File: src/rtl/tmr_pkg.sv
package tmr_pkg;

    localparam int NUM_CORES = 3;

    typedef enum logic [1:0] {
        SEL_LATCH  = 2'd0,
        SEL_SCAN   = 2'd1,
        SEL_SERIAL = 2'd2
    } core_sel_e;

    typedef struct packed {
        logic       base;
        logic [1:0] mode;
    } sup_reg_t;

    typedef struct packed {
        sup_reg_t r;
        logic     pulse;
    } sup_state_t;

    function automatic core_sel_e mode_to_sel(input logic [1:0] mode);
        core_sel_e s;
        case (mode)
            2'b00:   s = SEL_LATCH;
            2'b01:   s = SEL_SCAN;
            default: s = SEL_SERIAL;
        endcase
        return s;
    endfunction

endpackage

File: src/rtl/tmr_decode.sv
module tmr_decode #(
    parameter int ADDR_W  = 16,
    parameter int SEL_BIT = 8
) (
    input  logic [ADDR_W-1:0] cpu_addr,
    input  logic              cpu_wr,
    output logic              sup_hit,
    output logic              rom_hit,
    output logic              soft_req
);
    logic unused_addr;

    always_comb begin
        // supervisor window: top two bits 01 and the match bit set
        sup_hit  = cpu_wr && (cpu_addr[ADDR_W-1:ADDR_W-2] == 2'b01) && cpu_addr[SEL_BIT];
        rom_hit  = cpu_wr && cpu_addr[ADDR_W-1];
        soft_req = cpu_addr[0];
    end

    assign unused_addr = ^{cpu_addr[ADDR_W-3:SEL_BIT+1], cpu_addr[SEL_BIT-1:1]};

endmodule

File: src/rtl/tmr_supervisor.sv
module tmr_supervisor
    import tmr_pkg::*;
#(
    parameter int DATA_W = 8
) (
    input  logic              clk,
    input  logic              rst_n,
    input  logic              sup_hit,
    input  logic              soft_req,
    input  logic [DATA_W-1:0] cpu_data,
    output sup_reg_t          reg_q,
    output logic              soft_rst
);
    sup_state_t st_d, st_q;
    logic       unused_data;

    always_comb begin
        st_d       = st_q;
        st_d.pulse = 1'b0;
        if (sup_hit) begin
            st_d.r.base = cpu_data[2];
            st_d.r.mode = cpu_data[1:0];
            st_d.pulse  = soft_req;
        end
    end

    always_ff @(posedge clk) begin
        if (!rst_n) begin
            st_q <= '0;
        end else begin
            st_q <= st_d;
        end
    end

    assign reg_q       = st_q.r;
    assign soft_rst    = st_q.pulse;
    assign unused_data = ^cpu_data[DATA_W-1:3];

endmodule

File: src/rtl/tmr_wr_gate.sv
module tmr_wr_gate
    import tmr_pkg::*;
(
    input  logic                 rom_hit,
    input  core_sel_e            sel,
    output logic [NUM_CORES-1:0] we
);
    for (genvar i = 0; i < NUM_CORES; i++) begin : g_we
        localparam logic [1:0] IDX = 2'(i);
        assign we[i] = rom_hit && (2'(sel) == IDX);
    end

endmodule

File: src/rtl/tmr_route.sv
module tmr_route
    import tmr_pkg::*;
#(
    parameter int PRG_W           = 19,
    parameter int CHR_LO_W        = 18,
    parameter bit A18_FROM_SERIAL = 1'b1
) (
    input  core_sel_e           sel,
    input  logic                base,
    input  logic [PRG_W-1:0]    latch_prg,
    input  logic [CHR_LO_W-1:0] latch_chr,
    input  logic                latch_irq,
    input  logic [PRG_W-1:0]    scan_prg,
    input  logic [CHR_LO_W-1:0] scan_chr,
    input  logic                scan_irq,
    input  logic [PRG_W-1:0]    serial_prg,
    input  logic [CHR_LO_W:0]   serial_chr,
    input  logic                serial_irq,
    output logic [PRG_W-1:0]    prg_addr,
    output logic [CHR_LO_W:0]   chr_addr,
    output logic                irq_out
);
    always_comb begin
        case (sel)
            SEL_LATCH: begin
                prg_addr                = latch_prg;
                chr_addr[CHR_LO_W-1:0]  = latch_chr;
                irq_out                 = latch_irq;
            end
            SEL_SCAN: begin
                prg_addr                = scan_prg;
                chr_addr[CHR_LO_W-1:0]  = scan_chr;
                irq_out                 = scan_irq;
            end
            default: begin
                prg_addr                = serial_prg;
                chr_addr[CHR_LO_W-1:0]  = serial_chr[CHR_LO_W-1:0];
                irq_out                 = serial_irq;
            end
        endcase
    end

    if (A18_FROM_SERIAL) begin : g_top_serial
        assign chr_addr[CHR_LO_W] = (sel == SEL_SERIAL) ? serial_chr[CHR_LO_W] : base;
    end else begin : g_top_base
        logic unused_serial_top;
        assign chr_addr[CHR_LO_W] = base;
        assign unused_serial_top  = serial_chr[CHR_LO_W];
    end

endmodule

File: src/rtl/tri_mapper_router.sv
module tri_mapper_router
    import tmr_pkg::*;
#(
    parameter int ADDR_W          = 16,
    parameter int DATA_W          = 8,
    parameter int PRG_W           = 19,
    parameter int CHR_LO_W        = 18,
    parameter int SEL_BIT         = 8,
    parameter bit A18_FROM_SERIAL = 1'b1
) (
    input  logic                clk,
    input  logic                rst_n,
    input  logic [ADDR_W-1:0]   cpu_addr,
    input  logic [DATA_W-1:0]   cpu_data,
    input  logic                cpu_wr,
    output logic                latch_we,
    output logic                scan_we,
    output logic                serial_we,
    output logic                serial_soft_rst,
    input  logic [PRG_W-1:0]    latch_prg,
    input  logic [CHR_LO_W-1:0] latch_chr,
    input  logic                latch_irq,
    input  logic [PRG_W-1:0]    scan_prg,
    input  logic [CHR_LO_W-1:0] scan_chr,
    input  logic                scan_irq,
    input  logic [PRG_W-1:0]    serial_prg,
    input  logic [CHR_LO_W:0]   serial_chr,
    input  logic                serial_irq,
    output logic [PRG_W-1:0]    prg_addr,
    output logic [CHR_LO_W:0]   chr_addr,
    output logic                irq_out
);
    logic                 sup_hit;
    logic                 rom_hit;
    logic                 soft_req;
    sup_reg_t             sup_q;
    core_sel_e            sel;
    logic [NUM_CORES-1:0] we;

    tmr_decode #(
        .ADDR_W  (ADDR_W),
        .SEL_BIT (SEL_BIT)
    ) u_dec (
        .cpu_addr (cpu_addr),
        .cpu_wr   (cpu_wr),
        .sup_hit  (sup_hit),
        .rom_hit  (rom_hit),
        .soft_req (soft_req)
    );

    tmr_supervisor #(
        .DATA_W (DATA_W)
    ) u_sup (
        .clk      (clk),
        .rst_n    (rst_n),
        .sup_hit  (sup_hit),
        .soft_req (soft_req),
        .cpu_data (cpu_data),
        .reg_q    (sup_q),
        .soft_rst (serial_soft_rst)
    );

    assign sel = mode_to_sel(sup_q.mode);

    tmr_wr_gate u_gate (
        .rom_hit (rom_hit),
        .sel     (sel),
        .we      (we)
    );

    assign latch_we  = we[SEL_LATCH];
    assign scan_we   = we[SEL_SCAN];
    assign serial_we = we[SEL_SERIAL];

    tmr_route #(
        .PRG_W           (PRG_W),
        .CHR_LO_W        (CHR_LO_W),
        .A18_FROM_SERIAL (A18_FROM_SERIAL)
    ) u_route (
        .sel        (sel),
        .base       (sup_q.base),
        .latch_prg  (latch_prg),
        .latch_chr  (latch_chr),
        .latch_irq  (latch_irq),
        .scan_prg   (scan_prg),
        .scan_chr   (scan_chr),
        .scan_irq   (scan_irq),
        .serial_prg (serial_prg),
        .serial_chr (serial_chr),
        .serial_irq (serial_irq),
        .prg_addr   (prg_addr),
        .chr_addr   (chr_addr),
        .irq_out    (irq_out)
    );

endmodule

File: config.mk
export PLATFORM = sky130hd
export DESIGN_NAME = tri_mapper_router
export DESIGN_NICKNAME = d
export VERILOG_FILES = /design/src/rtl/tmr_pkg.sv /design/src/rtl/tmr_decode.sv /design/src/rtl/tmr_supervisor.sv /design/src/rtl/tmr_wr_gate.sv /design/src/rtl/tmr_route.sv /design/src/rtl/tri_mapper_router.sv
export SDC_FILE = /design/constraint.sdc
export NUM_CORES = 1
export LEC_CHECK = 0
export ABC_AREA = 1
export BUFFER_PORTS_ARGS = -buffer_cell sky130_fd_sc_hd__buf_2
export CAP_MARGIN = 5
export CORE_AREA = 2 2 71 73
export DETAILED_ROUTE_END_ITERATION = 12
export DIE_AREA = 0 0 73 75
export GPL_ROUTABILITY_DRIVEN = 1
export PLACE_DENSITY = 0.65
export REMOVE_ABC_BUFFERS = 1
export SLEW_MARGIN = 20
export SYNTH_ARGS = -nofsm -noshare
export SYNTH_HDL_FRONTEND = slang
export SYNTH_SLANG_ARGS = --single-unit
File: constraint.sdc
create_clock -name clk -period 2 [get_ports clk]
set_input_delay 0.2 -clock clk [delete_from_list [all_inputs] [get_ports clk]]
set_output_delay 0.2 -clock clk [all_outputs]
set_load 0.005 [all_outputs]
== Word level (Yosys, flattened, before mapping) ==
Index checks and enable logic that the tools add are counted.

* Word-level logic and storage cells: 21
* Output and inout port bits: 43
* Input port bits: 142
* Register bits after elaboration: 4

* Equality and inequality tests: 4
* Reductions and logical operators: 9
* Muxes and demuxes: 5

{| class="wikitable"
|+ Operator list
! kind !! number
|-
| case mux 19 bit (2 select lines) || 1
|-
| case mux 18 bit (2 select lines) || 1
|-
| == test 2 x 1 -> 1 bit, second input constant || 3
|-
| logical AND 1 bit || 6
|-
| logical NOT 2 bit || 2
|-
| case mux 2 bit (2 select lines) || 1
|-
| == test 2 bit, second input constant || 1
|-
| case mux 1 bit (2 select lines) || 1
|-
| AND reduction 2 bit || 1
|-
| two-way mux 1 bit || 1
|}

== Longest topological paths before layout ==
Gate-level depths: netlist of the first run.

* Word-level depth: 4
* Gate-level depth with buffers: 6
* Depth with buffers taken out: 5

== Cells and area by module ==
From an unflattened synthesis of the first run, not the netlist that was laid out.

* Cell total of the unflattened synthesis: 212
* Area, all modules: 999.7 sq um

{| class="wikitable"
|+ By module, submodules not included
! module !! area an instance (sq um) !! instances !! sequential area each (sq um) !! cells an instance
|-
| tmr_route || 789.5 || 1 || 0.0 || 175
|-
| tmr_supervisor || 142.6 || 1 || 80.1 || 20
|-
| tmr_decode || 30.0 || 1 || 0.0 || 7
|-
| tmr_wr_gate || 26.3 || 1 || 0.0 || 7
|-
| tri_mapper_router || 11.3 || 1 || 0.0 || 3
|}

== Least setup slack after synthesis of the first run ==
No wires, ideal clock.

* Path kind: flip-flop to output port
* Start: reg u_sup.st_q (netlist bit u_sup.reg_q[1])
* End: out chr_addr[0]
* Cell stages (with the launch flop): 7
* Setup slack: 0.866 ns
* Data arrival time: 0.934 ns
* Path buffers: 3
* Data required time: 1.800 ns
* Path through: dfxtp_1 buf_4 nor2_2 buf_4 buf_4 nand2_1 nand3_1

* Cells in the longest elaborated chain, start to end: 4
* Elaborated cells between the ends (all ways): 6
* Classes of those cells: eq/ne: 2; mux: 2; reduce/logical: 2

{| class="wikitable"
|+ RTL lines
! item !! line !! source
|-
| start: declaration || tmr_supervisor.sv:14 || <nowiki>sup_state_t st_d, st_q;</nowiki>
|-
| start signal: assignment || tmr_supervisor.sv:31 || <nowiki>st_q <= st_d;</nowiki>
|-
| == test 2 x 1 -> 1 bit or logical NOT 2 bit (tied branches) || tmr_pkg.sv:23 || <nowiki>case (mode)</nowiki>
|-
| case mux 2 bit (2 select lines) * || tmr_pkg.sv:23 ||
|-
| == test 2 x 1 -> 1 bit or logical NOT 2 bit (tied branches) || tmr_route.sv:24 || <nowiki>case (sel)</nowiki>
|-
| case mux 18 bit (2 select lines) * || tmr_route.sv:24 ||
|-
| end: declaration || tri_mapper_router.sv:30 || <nowiki>output logic [CHR_LO_W:0] chr_addr,</nowiki>
|}

Every way passes the cells marked *; elsewhere a longest branch is shown, timed or not.

== Final worst setup path of the first run ==
* Start: reg u_sup.st_q (netlist bit u_sup.reg_q[0])
* End: out chr_addr[14]

The elaborated chain is that of the path after synthesis.

==> results of run 1 <==
cell usage in the layout (no fill, tap or decap), drive strengths merged:
cell    netlist  layout
and3          1       1
inv           8       8
buf          10     173
nand3        41      41
clkbuf        3       3
nor2         11      11
nand2       123     123
nor3          2       2
dfxtp         4       4
metrics by stage:
step           cells   util
3_3_place_gp     417  0.384
4_1_cts          420  0.392
2_1_floorplan    190      -
6_report         420  0.392
5_1_grt          420  0.392
3_5_place_dp     417  0.384
layer usage:
metal  GRT usage  up-vias  routed length, um
li1            -      962                  -
met1       0.145      734               1710
met2       0.275       98               2070
met3      0.0295        4                368
met4      0.0329        0                 34
met5           0        -                  0
area by class of cell:
cell class,count,share of cell area
sequential,4,0.0438
inverter,8,0.0164
tap,54,0.0369
clock buffer,3,0.0226
multi-input combinational,178,0.399
timing repair buffer,173,0.482
kinds of logic (layout without fill, tap and decap cells):
family	Yosys count	in the layout	share of synthesized area
and+or+nand+nor	178	178	0.788
DFF	4	4	0.0865
buffers and inverters	21	184	0.126
power by group through the flow:
stage | sequential (uW) | combinational, uW | clock (uW)
final | 84.7 | 326 | 167
after global routing | 85.0 | 371 | 177
after CTS | 84.8 | 331 | 172
after detailed placement | 85.9 | 330 | 0
after global placement | 85.8 | 326 | 0
after floorplan | 90.7 | 114 | 0
state kept, by name, indices dropped and copies added (netlist names):
name,count
u_sup.reg_q,3
u_sup.soft_rst,1
final timing paths:
kind / from / endpoint / slack (ns)
setup reg to reg: u_sup.reg_q[1] / u_sup.reg_q[1] / 1.11
hold reg to reg: u_sup.reg_q[2] / u_sup.reg_q[2] / 0.48
setup / recovery: u_sup.reg_q[0] / chr_addr[14] / 0.52
hold / removal: cpu_addr[0] / u_sup.soft_rst / 0.24
==> metrics.yaml, run 1 <==
floorplan:
  core.rowCount: 25
  die_area_mm2: 0.00548
  coreArea_mm2: 0.00466
  die_w_um: 73
  die_y_um: 75
  ios: 185
  initial_core_util: 0.199
synth:
  netlist_top_cells_area: "nand2_1 (50%), nand3_1 (22%), dfxtp_1 (8.6%)"
  yosysMostFrequentCell: "nand2_1"
  syn_area_per_cell_um2: 4.56
  seq_area_frac_synth: 0.0865
  syn_inst: 203
  synth_seq_cells: 4
  synth_flop_cell: "dfxtp_1"
  synth_warnings: 0
  netlist_area_um2: 926
  yosys-top-cells-count: "nand2_1 (123), nand3_1 (41), nor2_1 (9)"
  synth-edff-count: 0
  post_synth_num_cell_types: 13
  async_flop_share: 0
  synth_top_area_cell: "nand2_1"
  yosys.area.top_type_share: 0.499
drt:
  via_per_inst: 4.28
  wl_um: 4180
  ant_nets: 0
  post_drt_wl_per_cell_um: 9.96
  vias: 1798
  first_pass_iters: 4
  drtIter0Drc: 37
  drc_errors: 0
power:
  power.switching_uw: 184
  clkPwrFrac: 0.289
  internal-power_uw: 394
  seqPwrFrac: 0.147
  netSwitchingFraction: 0.319
  p_leak_uw: 0.00116
  power.density_mw_per_mm2: 316
  ir_drop_mv: 0.356
  total_power_uw: 578
  comb_power_share: 0.565
finish:
  multi_input_area_um2: 729
  layout-drive-gt1-share: 0.489
  seq_area_um2: 80.1
  fill_cells: 518
  fin_area_mm2: 0.00183
  area_growth_syn_to_layout_pct: 97.6
  finalNetCount: 510
  diodes: 0
sta:
  slew_headroom: 0.812
  whs_ns: 0.242
  post-route-period-util: 0.742
  hold_violations: 0
  finClkSkew_ns: 0
  setup_viol: 0
  fin_ws_ns: 0.516
  clock.fmax_mhz: 674
  slew_violations: 0
  worst_pin_slew_ns: 0.281
  period_needed_ns: 1.48
  rsz0062_at_grt: "no"
  fin_tns_setup_ns: 0
critical_path:
  r2r_cells: 3
  cp-end-kind: "primary output"
  path_class: "register to primary output"
  crit_arrival_ns: 1.28
  crit_family: "buffers and inverters"
  crit_chain: "inv_2 > nor2_2 > buf_4 > nand2_1 > nand3_1 > buf_2"
  path_depth: 6
  cp_max_fo: 24
  required_ns: 1.80
  cp-start-kind: "register"
  critical-path-max-stage-delay_ns: 0.38
  cpMaxStageDelayCell: "dfxtp_1"
  critical_path_buf_inv_count: 3
clock_network:
  cts_setup_buffers: 0
  root_buffer: "clkbuf_8"
  clk_path_buf_depth: 2
  clk_pin_slew_ns: 0.03
  cts_resized: 0
  cts_buffers: 3
  cts_tree: "yes"
  ctsHoldBuffers: 0
  worstSkewPairLatency_ns: 0.21
  cts_sinks: 4
  cts_max_level: 1
run:
  max_cap_violations: 0
place:
  dp_worst_setup_slack_ns: 0.727
  gp_congestion: 0.715
  dpl.hpwl_um: 3480
  portBuffers: 167
  placed_area_mm2: 0.00179
global_route:
  antenna_found_initial: 0
  grt_pass1_wl_um: 6210
  grt_overflow: 0
  grt_max_degree: 25
  grt_use_total: 0.138
  grt_pass1_vias: 1557
min_path:
  worstHoldPathCells: 2
  holdCritPathClass: "primary input to register"
run_status:
  status: "finished, final reports clean"
Power figures use the tool's default switching activity.
==> run 2: changes to the inputs <==
--- a/config.mk
+++ b/config.mk
@@ -5,14 +5,14 @@
 export SDC_FILE = /design/constraint.sdc
 export NUM_CORES = 1
 export LEC_CHECK = 0
-export ABC_AREA = 1
+export ABC_AREA = 0
 export BUFFER_PORTS_ARGS = -buffer_cell sky130_fd_sc_hd__buf_2
 export CAP_MARGIN = 5
 export CORE_AREA = 2 2 71 73
 export DETAILED_ROUTE_END_ITERATION = 12
 export DIE_AREA = 0 0 73 75
 export GPL_ROUTABILITY_DRIVEN = 1
-export PLACE_DENSITY = 0.65
+export PLACE_DENSITY = 0.68
 export REMOVE_ABC_BUFFERS = 1
 export SLEW_MARGIN = 20
 export SYNTH_ARGS = -nofsm -noshare
==> constraint.sdc (replaced) <==
create_clock -name clk -period 1.45 [get_ports clk]
set_input_delay 0.145 -clock clk [delete_from_list [all_inputs] [get_ports clk]]
set_output_delay 0.145 -clock clk [all_outputs]
set_load 0.005 [all_outputs]
==> run 2 against run 1 <==
Net effect: worst setup slack lost 0.44 ns; register-to-register slack worse by 0.51 ns; cell area grew 5.1%; largest power group unchanged; critical path type unchanged; routed wire length down 6.8%; combinational power increased by 18%; clock power rose by 40%; hold slack lost 0.081 ns; power grew 27%; clock skew did not move; sequential cell count unchanged; via count shrank 9.8%.
==> metrics.yaml, run 2 <==
run_status:
  status: "finished, final reports clean"
synth:
  seq_area_frac_synth: 0.0773
  yosys.area.top_type_share: 0.396
  syn_inst: 149
  syn_area_per_cell_um2: 6.95
  netlist_area_mm2: 0.00104
  synth_warnings: 0
  synth_xor_area_frac: 0
  synth_top_area_cell: "mux2i_1"
  async_flop_share: 0
  synth-edff-count: 0
  synth-simple-area-share: 0.197
  synth_top_family_by_area: "multiplexers"
  synth_compound_area_frac: 0.184
  yosys-top-cells-count: "nand2_1 (45), mux2i_1 (41), o21ai_1 (37)"
  yosysMostFrequentCell: "nand2_1"
  synth_fa_ha_area_frac: 0
  netlist_top_cells_area: "mux2i_1 (40%), o21ai_1 (18%), nand2_1 (16%)"
  synth_flop_cell: "dfxtp_1"
  post_synth_num_cell_types: 16
  synth_seq_cells: 4
  muxShareOfSynthArea: 0.407
power:
  power.density_mw_per_mm2: 382
  clkPwrFrac: 0.319
  seqPwrFrac: 0.158
  ir_drop_mv: 0.178
  netSwitchingFraction: 0.285
  internal-power_uw: 525
  comb_power_share: 0.524
  p_leak_uw: 0.000942
  power.switching_uw: 210
critical_path:
  required_ns: 1.31
  cp-end-kind: "primary output"
  cp_max_fo: 22
  crit_start: "u_sup.reg_q[0]"
  timing.rr.start: "u_sup.reg_q[1]"
  crit_arrival_ns: 1.23
  path_class: "register to primary output"
  r2r_slack_ns: 0.60
  r2r_cells: 3
  cp-start-kind: "register"
  r2r-end: "u_sup.reg_q[1]"
sta:
  setup_viol: 0
  rsz0062_at_grt: "no"
  slew_violations: 0
  hold_violations: 0
  fin_ws_ns: 0.0798
  worst_pin_slew_ns: 0.219
  post-route-period-util: 0.945
  finClkSkew_ns: 0
  slew_headroom: 0.854
  clock.fmax_mhz: 730
  period_needed_ns: 1.37
place:
  place_inst: 359
  dpl.hpwl_um: 3300
  dp_worst_setup_slack_ns: 0.292
  gp_congestion: 0.749
  portBuffers: 167
global_route:
  grt_pass1_vias: 1523
  grt_overflow: 0
  grt_pass1_wl_um: 5800
  antenna_found_initial: 0
  grt_use_total: 0.128
  grt_max_degree: 41
min_path:
  hold_end: "u_sup.soft_rst"
  hp-start: "cpu_addr[0]"
  holdCritPathClass: "primary input to register"
  worstHoldPathCells: 2
drt:
  first_pass_iters: 4
  vias: 1622
  wl_um: 3900
  post_drt_wl_per_cell_um: 10.8
  ant_nets: 0
  drc_errors: 0
  drtIter0Drc: 19
  via_per_inst: 4.48
floorplan:
  coreArea_mm2: 0.00466
  die_w_um: 73
  ios: 185
  core.rowCount: 25
  die_area_mm2: 0.00548
  initial_core_util: 0.222
  die_y_um: 75
finish:
  mostFrequentLayoutCells: "buf_2 (167), nand2_1 (45), mux2i_1 (41)"
  area_growth_syn_to_layout_pct: 85.6
  layout-drive-gt1-share: 0.575
  final_common_cell: "buf_2"
  diodes: 0
  final_util: 0.413
  largest_reg_flops: 3
  finalNetCount: 452
  final_cells: 362
clock_network:
  cts_buffers: 3
  clk_path_buf_depth: 2
  clk_pin_slew_ns: 0.03
  root_buffer: "clkbuf_8"
  cts_setup_buffers: 0
  cts_sinks: 4
  cts_resized: 0
  cts_max_level: 1
  cts_tree: "yes"
  worstSkewPairLatency_ns: 0.22
  ctsHoldBuffers: 0
run:
  max_cap_violations: 0
==> run 2: cell type report <==
class | instances | area, um^2
well taps | 54 | 67.6
repair buffers | 171 | 916
multi-input cells | 130 | 816
flip-flops and latches | 4 | 82.6
fillers | 477 | 2740
clock buffers | 3 | 41.3
==> run 2: power groups by stage <==
stage / Combinational (uW) / Sequential (uW) / Clock (uW)
after floorplan: 114 / 132 / 0
after global placement: 379 / 117 / 0
after detailed placement: 388 / 117 / 0
after global routing: 431 / 116 / 248
final: 385 / 116 / 234
after CTS: 390 / 116 / 244
==> run 2: how the worst max path moves through the flow <==
stage / endpoint / slack, ns
after floorplan: chr_addr[18] / -0.66
after global placement: prg_addr[17] / 0.31
after detailed placement: chr_addr[15] / 0.29
after CTS: chr_addr[15] / 0.05
after global routing: chr_addr[15] / 0.007
final: chr_addr[15] / 0.08
==> run 2: logic make-up (layout without fill, tap and decap cells) <==
kind of cell	Yosys count	count (layout)
AO/OA/AOI/OAI	38	38
buffers and inverters	15	174
flip-flops	4	4
multiplexers	42	42
AND/OR/NAND/NOR	50	50
==> run 2: critical path, stage by stage, from the launching register on <==
cell and delay, ns:
dfxtp_2 0.36, buf_12 0.19, mux2i_1 0.24, o21ai_1 0.07, buf_2 0.13
==> run 2: metal layers <==
layer  global-route usage  part of all wire
met1                0.118              0.36
met5                    0                 0
met4               0.0391            0.0044
met2                0.280              0.55
met3               0.0161             0.088
==> run 2: through the flow <==
stage | instance area (um^2) | TNS [ns] | total power (uW) | hold WS (ns)
2_1_floorplan | 896 | -24.45 | 247 | 0.287
3_3_place_gp | 1880 | 0 | 496 | 0.377
3_5_place_dp | 1880 | 0 | 505 | 0.382
4_1_cts | 1920 | 0 | 750 | 0.154
5_1_grt | 1920 | 0 | 796 | 0.172
6_report | 1920 | 0 | 735 | 0.161
==> run 3: changes to the inputs <==
--- a/config.mk
+++ b/config.mk
@@ -13,7 +13,6 @@
 export DIE_AREA = 0 0 73 75
 export GPL_ROUTABILITY_DRIVEN = 1
 export PLACE_DENSITY = 0.68
-export REMOVE_ABC_BUFFERS = 1
 export SLEW_MARGIN = 20
 export SYNTH_ARGS = -nofsm -noshare
 export SYNTH_HDL_FRONTEND = slang
==> run 3 against run 2 <==
Net effect: clock skew did not move; non-clock buffer count did not move; final cell count did not move; power fell by 0.40%; routed wire length fell by 5.8%; sequential cell count did not move; sequential power barely moved; utilization fell by 0.27 points; global-route usage fell by 1.4 points; combinational power fell by 1%; sequential share of layout area barely moved; critical path type unchanged; critical endpoint is now chr_addr[3]; largest cell class unchanged; largest power group unchanged.
==> metrics.yaml, run 3 (same netlist as run 2, synthesis figures left out) <==
floorplan:
  die_y_um: 75
  die_area_mm2: 0.00548
  die_w_um: 73
  initial_core_util: 0.222
  ios: 185
  coreArea_mm2: 0.00466
  core.rowCount: 25
run_status:
  status: "finished, final reports clean"
finish:
  area_growth_syn_to_layout_pct: 84.4
  seq_area_um2: 82.6
  diodes: 0
  multi_input_area_um2: 816
  mostFrequentLayoutCells: "buf_2 (167), nand2_1 (45), mux2i_1 (41)"
  largest_reg_flops: 3
  layout-drive-gt1-share: 0.575
  fin_area_mm2: 0.00191
  fill_cells: 489
  final_util: 0.410
  final_common_cell: "buf_2"
  finalNetCount: 452
drt:
  wl_um: 3670
  drc_errors: 0
  first_pass_iters: 4
  drtIter0Drc: 7
  via_per_inst: 4.41
  ant_nets: 0
  vias: 1597
  post_drt_wl_per_cell_um: 10.1
power:
  seqPwrFrac: 0.158
  clkPwrFrac: 0.322
  power.density_mw_per_mm2: 383
  power.switching_uw: 208
  internal-power_uw: 524
  ir_drop_mv: 0.361
  comb_power_share: 0.521
  netSwitchingFraction: 0.285
  p_leak_uw: 0.000940
global_route:
  grt_pass1_wl_um: 5120
  antenna_found_initial: 0
  grt_max_degree: 51
  grt_overflow: 0
  grt_use_total: 0.114
  grt_pass1_vias: 1364
place:
  dp_worst_setup_slack_ns: 0.315
  portBuffers: 167
  placed_area_mm2: 0.00187
  dpl.hpwl_um: 3160
  gp_congestion: 0.712
sta:
  clock.fmax_mhz: 741
  setup_viol: 0
  fin_tns_setup_ns: 0
  slew_headroom: 0.816
  post-route-period-util: 0.931
  worst_pin_slew_ns: 0.275
  finClkSkew_ns: 0
  fin_ws_ns: 0.0998
  whs_ns: 0.165
  rsz0062_at_grt: "no"
  period_needed_ns: 1.35
  slew_violations: 0
  hold_violations: 0
synth:
  synth_nets: 291
critical_path:
  cp_max_fo: 21
  cp-start-kind: "register"
  critical-path-max-stage-delay_ns: 0.36
  critical_path_buf_inv_count: 2
  path_class: "register to primary output"
  cpMaxStageDelayCell: "dfxtp_2"
  crit_arrival_ns: 1.21
  required_ns: 1.31
  crit_family: "flip-flops"
  crit_chain: "buf_12 > mux2i_1 > o21ai_0 > buf_2"
  cp-end-kind: "primary output"
run:
  max_cap_violations: 0
clock_network:
  cts_tree: "yes"
  cts_sinks: 4
  worstSkewPairLatency_ns: 0.22
  cts_resized: 0
  cts_max_level: 1
  clk_path_buf_depth: 2
  cts_setup_buffers: 0
  cts_buffers: 3
  ctsHoldBuffers: 0
  root_buffer: "clkbuf_8"
  clk_pin_slew_ns: 0.03
min_path:
  holdCritPathClass: "primary input to register"
run 3: cell types whose count changed in the layout (fill, tap and decap cells not counted):
| cell | previous run | this run |
|---|---|---|
| buf_12 | 4 | 3 |
| buf_4 | 0 | 1 |
run 3: power by group through the flow:
stage | sequential (uW) | clock (uW) | combinational (uW)
finish | 115 | 236 | 381
global route | 116 | 254 | 426
CTS | 115 | 246 | 387
detailed placement | 117 | 0 | 385
global placement | 117 | 0 | 376
floorplan | 115 | 0 | 145
run 3: final cells by class:
class / instances / share of cell area
multi-input cells: 130 / 0.427
well taps: 54 / 0.0354
flip-flops and latches: 4 / 0.0432
clock buffers: 3 / 0.0216
repair buffers: 171 / 0.473
run 3: path summary, 6_finish.rpt:
path | start | slack, ns | end | cells after the start
worst max-delay path | u_sup.reg_q[0] | 0.1 | chr_addr[3] | 4
worst min-delay path | cpu_addr[0] | 0.16 | u_sup.soft_rst | 2
worst min register to register | u_sup.reg_q[2] | 0.45 | u_sup.reg_q[2] | 2
worst max register to register | u_sup.reg_q[1] | 0.53 | u_sup.reg_q[1] | 3
run 3: per-stage QoR:
step / cells / total power, uW
floorplan: 149 / 260
global placement: 359 / 493
detailed placement: 359 / 502
CTS: 362 / 748
global route: 362 / 795
finish: 362 / 732
run 3: layer usage:
layer	global-route usage	up-vias	part of all wire
met5	0	-	0
met4	0.0535	0	0.016
met3	0.0214	7	0.10
met2	0.233	86	0.53
met1	0.107	666	0.36
li1	-	838	-
